<file path="config.mk">
export PLATFORM = sky130hd
export DESIGN_NAME = lcd_mux_sequencer
export DESIGN_NICKNAME = d
export VERILOG_FILES = /design/src/rtl/lcd_seq_pkg.sv /design/src/rtl/lcd_seq_ctrl.sv /design/src/rtl/lcd_seq_datapath.sv /design/src/rtl/lcd_mux_sequencer.sv
export SDC_FILE = /design/constraint.sdc
export NUM_CORES = 1
export LEC_CHECK = 0
export ABC_AREA = 1
export BUFFER_PORTS_ARGS = -buffer_cell sky130_fd_sc_hd__buf_2
export CELL_PAD_IN_SITES_DETAIL_PLACEMENT = 0
export CELL_PAD_IN_SITES_GLOBAL_PLACEMENT = 1
export CORE_MARGIN = 10
export CORE_UTILIZATION = 31
export DETAILED_ROUTE_END_ITERATION = 8
export GPL_TIMING_DRIVEN = 1
export PLACE_DENSITY = 0.79
export SYNTH_ARGS = -nofsm -noshare
export SYNTH_HDL_FRONTEND = slang
export SYNTH_SLANG_ARGS = --single-unit
</file>
<file path="constraint.sdc">
create_clock -name clk -period 1.2 [get_ports clk]
set_input_delay 0.24 -clock clk [delete_from_list [all_inputs] [get_ports clk]]
set_output_delay 0.24 -clock clk [all_outputs]
set_load 0.01 [all_outputs]
</file>
<file path="src/rtl/lcd_seq_pkg.sv">
package lcd_seq_pkg;
  localparam int unsigned COM_LINES = 3;
  localparam int unsigned LVL_W = 3;

  typedef enum logic [LVL_W-1:0] {
    LVL_GND        = 3'd0,
    LVL_THIRD      = 3'd1,
    LVL_HALF       = 3'd2,
    LVL_TWO_THIRDS = 3'd3,
    LVL_FULL       = 3'd4
  } level_e;

  typedef struct packed {
    logic [COM_LINES-1:0] slotHot;
    logic                 invert;
    logic                 hold;
  } scan_strobe_t;
endpackage

</file>
<file path="src/rtl/lcd_seq_ctrl.sv">
module lcd_seq_ctrl
  import lcd_seq_pkg::*;
#(
  parameter int unsigned SLOT_CYCLES = 128
) (
  input  logic         clk,
  input  logic         rstN,
  input  logic         lowPower,
  output scan_strobe_t strobe
);
  localparam int unsigned CNT_W = (SLOT_CYCLES > 1) ? $clog2(SLOT_CYCLES) : 1;
  localparam int unsigned IDX_W = (COM_LINES > 1) ? $clog2(COM_LINES) : 1;

  logic [CNT_W-1:0] cycleCnt;
  logic [IDX_W-1:0] slotIdx;
  logic             invert;
  logic             slotEnd;
  logic             frameEnd;

  assign slotEnd  = (cycleCnt == CNT_W'(SLOT_CYCLES - 1));
  assign frameEnd = slotEnd && (slotIdx == IDX_W'(COM_LINES - 1));

  always_ff @(posedge clk or negedge rstN) begin
    if (!rstN) begin
      cycleCnt <= '0;
      slotIdx  <= '0;
      invert   <= 1'b0;
    end else if (!lowPower) begin
      cycleCnt <= slotEnd ? '0 : cycleCnt + 1'b1;
      if (slotEnd) slotIdx <= frameEnd ? '0 : slotIdx + 1'b1;
      if (frameEnd) invert <= ~invert;
    end
  end

  always_comb begin
    strobe.hold   = lowPower;
    strobe.invert = invert;
    for (int c = 0; c < COM_LINES; c++) begin
      strobe.slotHot[c] = (slotIdx == IDX_W'(c));
    end
  end
endmodule

</file>
<file path="src/rtl/lcd_seq_datapath.sv">
module lcd_seq_datapath
  import lcd_seq_pkg::*;
#(
  parameter int unsigned SEGS = 32
) (
  input  logic                       clk,
  input  logic                       rstN,
  input  scan_strobe_t               strobe,
  input  logic [COM_LINES*SEGS-1:0]  dispData,
  input  logic                       biasHalf,
  input  logic                       blank,
  output logic [COM_LINES*LVL_W-1:0] comLevel,
  output logic [SEGS*LVL_W-1:0]      segLevel
);
  level_e selLvl, idleComLvl, onSegLvl, offSegLvl;
  logic [COM_LINES*LVL_W-1:0] comNext;
  logic [SEGS*LVL_W-1:0]      segNext;

  always_comb begin
    selLvl     = strobe.invert ? LVL_GND : LVL_FULL;
    onSegLvl   = strobe.invert ? LVL_FULL : LVL_GND;
    idleComLvl = biasHalf ? LVL_HALF : (strobe.invert ? LVL_TWO_THIRDS : LVL_THIRD);
    offSegLvl  = biasHalf ? LVL_HALF : (strobe.invert ? LVL_THIRD : LVL_TWO_THIRDS);
  end

  for (genvar c = 0; c < COM_LINES; c++) begin : g_com
    assign comNext[c*LVL_W +: LVL_W] = strobe.slotHot[c] ? selLvl : idleComLvl;
  end

  for (genvar s = 0; s < SEGS; s++) begin : g_seg
    logic [COM_LINES-1:0] column;
    logic                 lit;
    for (genvar k = 0; k < COM_LINES; k++) begin : g_row
      assign column[k] = dispData[k*SEGS + s];
    end
    assign lit = (|(column & strobe.slotHot)) & ~blank;
    assign segNext[s*LVL_W +: LVL_W] = lit ? onSegLvl : offSegLvl;
  end

  always_ff @(posedge clk or negedge rstN) begin
    if (!rstN) begin
      comLevel <= '0;
      segLevel <= '0;
    end else if (strobe.hold) begin
      comLevel <= '0;
      segLevel <= '0;
    end else begin
      comLevel <= comNext;
      segLevel <= segNext;
    end
  end
endmodule

</file>
<file path="src/rtl/lcd_mux_sequencer.sv">
module lcd_mux_sequencer
  import lcd_seq_pkg::*;
#(
  parameter int unsigned SEGS        = 32,
  parameter int unsigned SLOT_CYCLES = 128
) (
  input  logic                       clk,
  input  logic                       rstN,
  input  logic [COM_LINES*SEGS-1:0]  dispData,
  input  logic                       biasHalf,
  input  logic                       blank,
  input  logic                       lowPower,
  output logic [COM_LINES*LVL_W-1:0] comLevel,
  output logic [SEGS*LVL_W-1:0]      segLevel
);
  scan_strobe_t strobe;

  lcd_seq_ctrl #(.SLOT_CYCLES(SLOT_CYCLES)) u_ctrl (
    .clk     (clk),
    .rstN    (rstN),
    .lowPower(lowPower),
    .strobe  (strobe)
  );

  lcd_seq_datapath #(.SEGS(SEGS)) u_datapath (
    .clk     (clk),
    .rstN    (rstN),
    .strobe  (strobe),
    .dispData(dispData),
    .biasHalf(biasHalf),
    .blank   (blank),
    .comLevel(comLevel),
    .segLevel(segLevel)
  );
endmodule

</file>
==> impl_metrics.toml <==
[outcome]
status = "finished, violations left"
violations = "setup timing"

[yosys]
netlist.area_leader.share_pct = 62.7
synth_cells = 492
seq_area_frac_synth_pct = 62.7
synthTopCellsByArea = "dfrtp_1 (63%), nand3_1 (11%), nand2_1 (7.4%)"
syn_nets = 594
avgSynthCellArea_um2 = 9.33
ys_ff_latch = 115
yosys_warnings = 0
synth.distinct_cells = 18
netlist_area_mm2 = 0.00459
netlist.top_cell.by_area = "dfrtp_1"

[floorplan]
core_mm2 = 0.0145
row_count = 44
start_util_pct = 31.6
die-width_um = 142
die_h_um = 142
ioPinCount = 206
die_area_mm2 = 0.0201

[cells_and_area]
seqCellArea_mm2 = 0.00288
multi_input_area_mm2 = 0.00170
drive_gt1_share_pct = 44.2
fin_nets = 819
fin_area_mm2 = 0.00698
area_delta_synth_final_pct = 52.2
fillers = 1415
antenna_cells = 0

[pwr]
peakVddDrop_uv = 811
power_leakage_nw = 3.79
power.density_mw_per_mm2 = 1790

[sta]
slew_headroom_pct = 72.9
drv_slew = 0
fin_crit_sh_pct = 103
max_freq_mhz = 810
fin_skew_ns = 0.00888
rsz0062_at_grt = "yes"
finalSetupTns_ns = -0.456
finalWorstSetupSlack_ns = -0.0339
hold_viol = 0
finalSetupViolCount = 40
fin_crit_ns = 1.23
worst_slew_pin_slew_ns = 0.402

[clock_network]
htree_num_levels = 4
numCtsBuffers = 17
cts_tree = "yes"
clkSlewWorstSetupHoldPaths_ns = 0.05
clk_root_buffer_cell = "clkbuf_16"
clockBufferDepth = 2
clock-sinks = 115
clock_latency_ns = 0.40

[placement]
dp_hpwl_um = 11500
portBuffers = 205
post_dp_cell_area_mm2 = 0.00598
gp_congestion = 0.820

[critical_path]
reg2reg_slack_ns = -0.03
cp_slowest_stage_delay_ns = 0.44
reg2regPathDepth = 7
path_max_fanout = 12
cp-start-kind = "register"
crit_type = "reg -> reg"
r2r_end = "u_datapath.segLevel[44]"
end_kind = "register"
worstPathArrival_ns = 1.56
cp_slowest_cell = "dfrtp_2"
cpMostUsedCell = "nand2_1"
crit_chain = "nor2_4 > buf_4 > buf_16 > nand2_1 > nand3_2 > nand2_1 > nor2_1"
timing.critical_path.required_ns = 1.53
reg2reg_from = "u_ctrl.slotIdx[0]"

[min_path]
hold_class = "in -> reg"
min_to = "u_datapath.segLevel[69]"
whs_path_depth = 4
hold_start = "dispData[23]"

[global_route]
grtUsageTotal_pct = 16.3
use_met1_pct = 18.9
grt_pass1_wl_um = 25800
grt_busiest_layer = "met2"
met2_usage_pct = 27.2
grt_pass1_vias = 4797
grt_max_degree = 68
grt_overflow_total = 0
antenna_found_initial = 0
use_met3_pct = 6.34

[routing]
post-route-drc-count = 0
drt_iter0_drc = 229
wl_per_cell_um = 18.1
vias = 4461
detail-route-antenna-nets = 0
firstDrtPassIters = 6
vias_per_cell = 4.88
drt_wl_total_um = 16500

[job]
max-cap-violations = 0
where the power goes:
part	leakage [nW]	switching [mW]	internal [mW]
Clock	0.318	1.69	3.78
Sequential	1.49	0.202	4.23
Combinational	1.98	1.53	1.06
Total	3.79	3.42	9.07
critical path, delay by kind of cell, from the launching register on:
family | cells | cell delay (ns)
buf+inv | 2 | 0.28
simple gates | 5 | 0.43
flops | 1 | 0.44
worst max path at each step:
stage          slack, ns                 endpoint               from
2_1_floorplan       0.02  u_datapath.segLevel[77]  u_ctrl.slotIdx[0]
3_3_place_gp       -0.20  u_datapath.segLevel[43]           lowPower
3_5_place_dp       -0.29  u_datapath.segLevel[22]           lowPower
4_1_cts            -0.06  u_datapath.segLevel[80]  u_ctrl.slotIdx[0]
5_1_grt            -0.14  u_datapath.segLevel[65]  u_ctrl.slotIdx[0]
6_report           -0.03  u_datapath.segLevel[44]  u_ctrl.slotIdx[0]
flip-flops by register name, summed over array words and instances, names as in the netlist:
register,count
u_datapath.segLevel,96
u_ctrl.slotIdx,2
u_datapath.comLevel,9
u_ctrl.cycleCnt,7
u_ctrl.invert,1
per-layer routing:
metal	up-vias	part of all wire [%]	wire, µm
met2	169	50	8310
met5	-	0	0
li1	2071	-	-
met4	0	1.5	252
met1	2205	40	6640
met3	16	7.9	1310
layout by cell type (no fill, tap or decap), types with 2 or more instances in the layout:
| cell type | n |
|---|---|
| dfrtp_2 | 2 |
| o21ai_0 | 2 |
| clkbuf_1 | 3 |
| nor2_2 | 3 |
| buf_4 | 28 |
| nand3_2 | 32 |
| nor3_1 | 2 |
| nor2_1 | 48 |
| o21bai_1 | 2 |
| dfrtp_1 | 113 |
| clkbuf_8 | 2 |
| inv_1 | 12 |
| clkbuf_16 | 17 |
| buf_2 | 202 |
| clkinv_2 | 4 |
| buf_12 | 9 |
| bufinv_16 | 5 |
| a21oi_4 | 2 |
| a21oi_1 | 63 |
| nor2_4 | 2 |
| nand3_1 | 71 |
| nand2_2 | 3 |
| nand2_1 | 87 |
| buf_6 | 3 |
| inv_2 | 4 |
cells in the mapped netlist:
cell and n:
a21oi_1 65, buf_2 22, buf_4 5, clkbuf_1 12
dfrtp_1 115, ha_1 1, inv_1 12, inv_2 4
nand2_1 90, nand3_1 104, nand4_1 1, nor2_1 52
nor2_4 1, nor3_1 2, o21ai_0 2, o21bai_1 2
or2_1 1, xor2_1 1
stage by stage:
| step | std cells | total power [mW] | setup slack, ns | hold slack (ns) | utilization [%] |
|---|---|---|---|---|---|
| floorplan | 492 | 5.67 | 0.0233 | -0.0556 | - |
| global placement | 871 | 6.70 | -0.199 | 0.112 | 41.2 |
| detailed placement | 871 | 6.76 | -0.291 | 0.113 | 41.2 |
| CTS | 913 | 12.6 | -0.0564 | 0.122 | 47.5 |
| global route | 914 | 13.2 | -0.137 | 0.136 | 48.1 |
| finish | 914 | 12.5 | -0.0339 | 0.142 | 48.1 |
logic make-up (layout without fill, tap and decap cells):
| kind of cell | count (synthesis) | in the layout | synth area share, % |
|---|---|---|---|
| buffers and inverters | 55 | 292 | 5.51 |
| flip-flops | 115 | 115 | 62.7 |
| AND/OR/NAND/NOR | 251 | 251 | 23.7 |
| AO/OA/AOI/OAI | 69 | 70 | 7.63 |
| adder cells (fa/ha/maj) | 1 | 1 | 0.273 |
| XOR/XNOR | 1 | 1 | 0.191 |
layout make-up:
| class | instances | share of cell area [%] |
|---|---|---|
| well taps | 184 | 3.30 |
| clock inverters | 10 | 2.56 |
| flip-flops and latches | 115 | 41.2 |
| clock buffers | 22 | 6.65 |
| repair buffers | 244 | 21.1 |
| inverters | 16 | 0.860 |
| multi-input cells | 323 | 24.3 |
repair_timing:
action,in CTS,in global routing
resized for setup,37,15
hold buffers,1,0
pin swaps,1,2
endpoints found under the hold margin,115,0
setup buffers,7,1
setup endpoints to repair,91,106
cloned,2,0
Note: power is estimated with default switching activity, not from simulation.
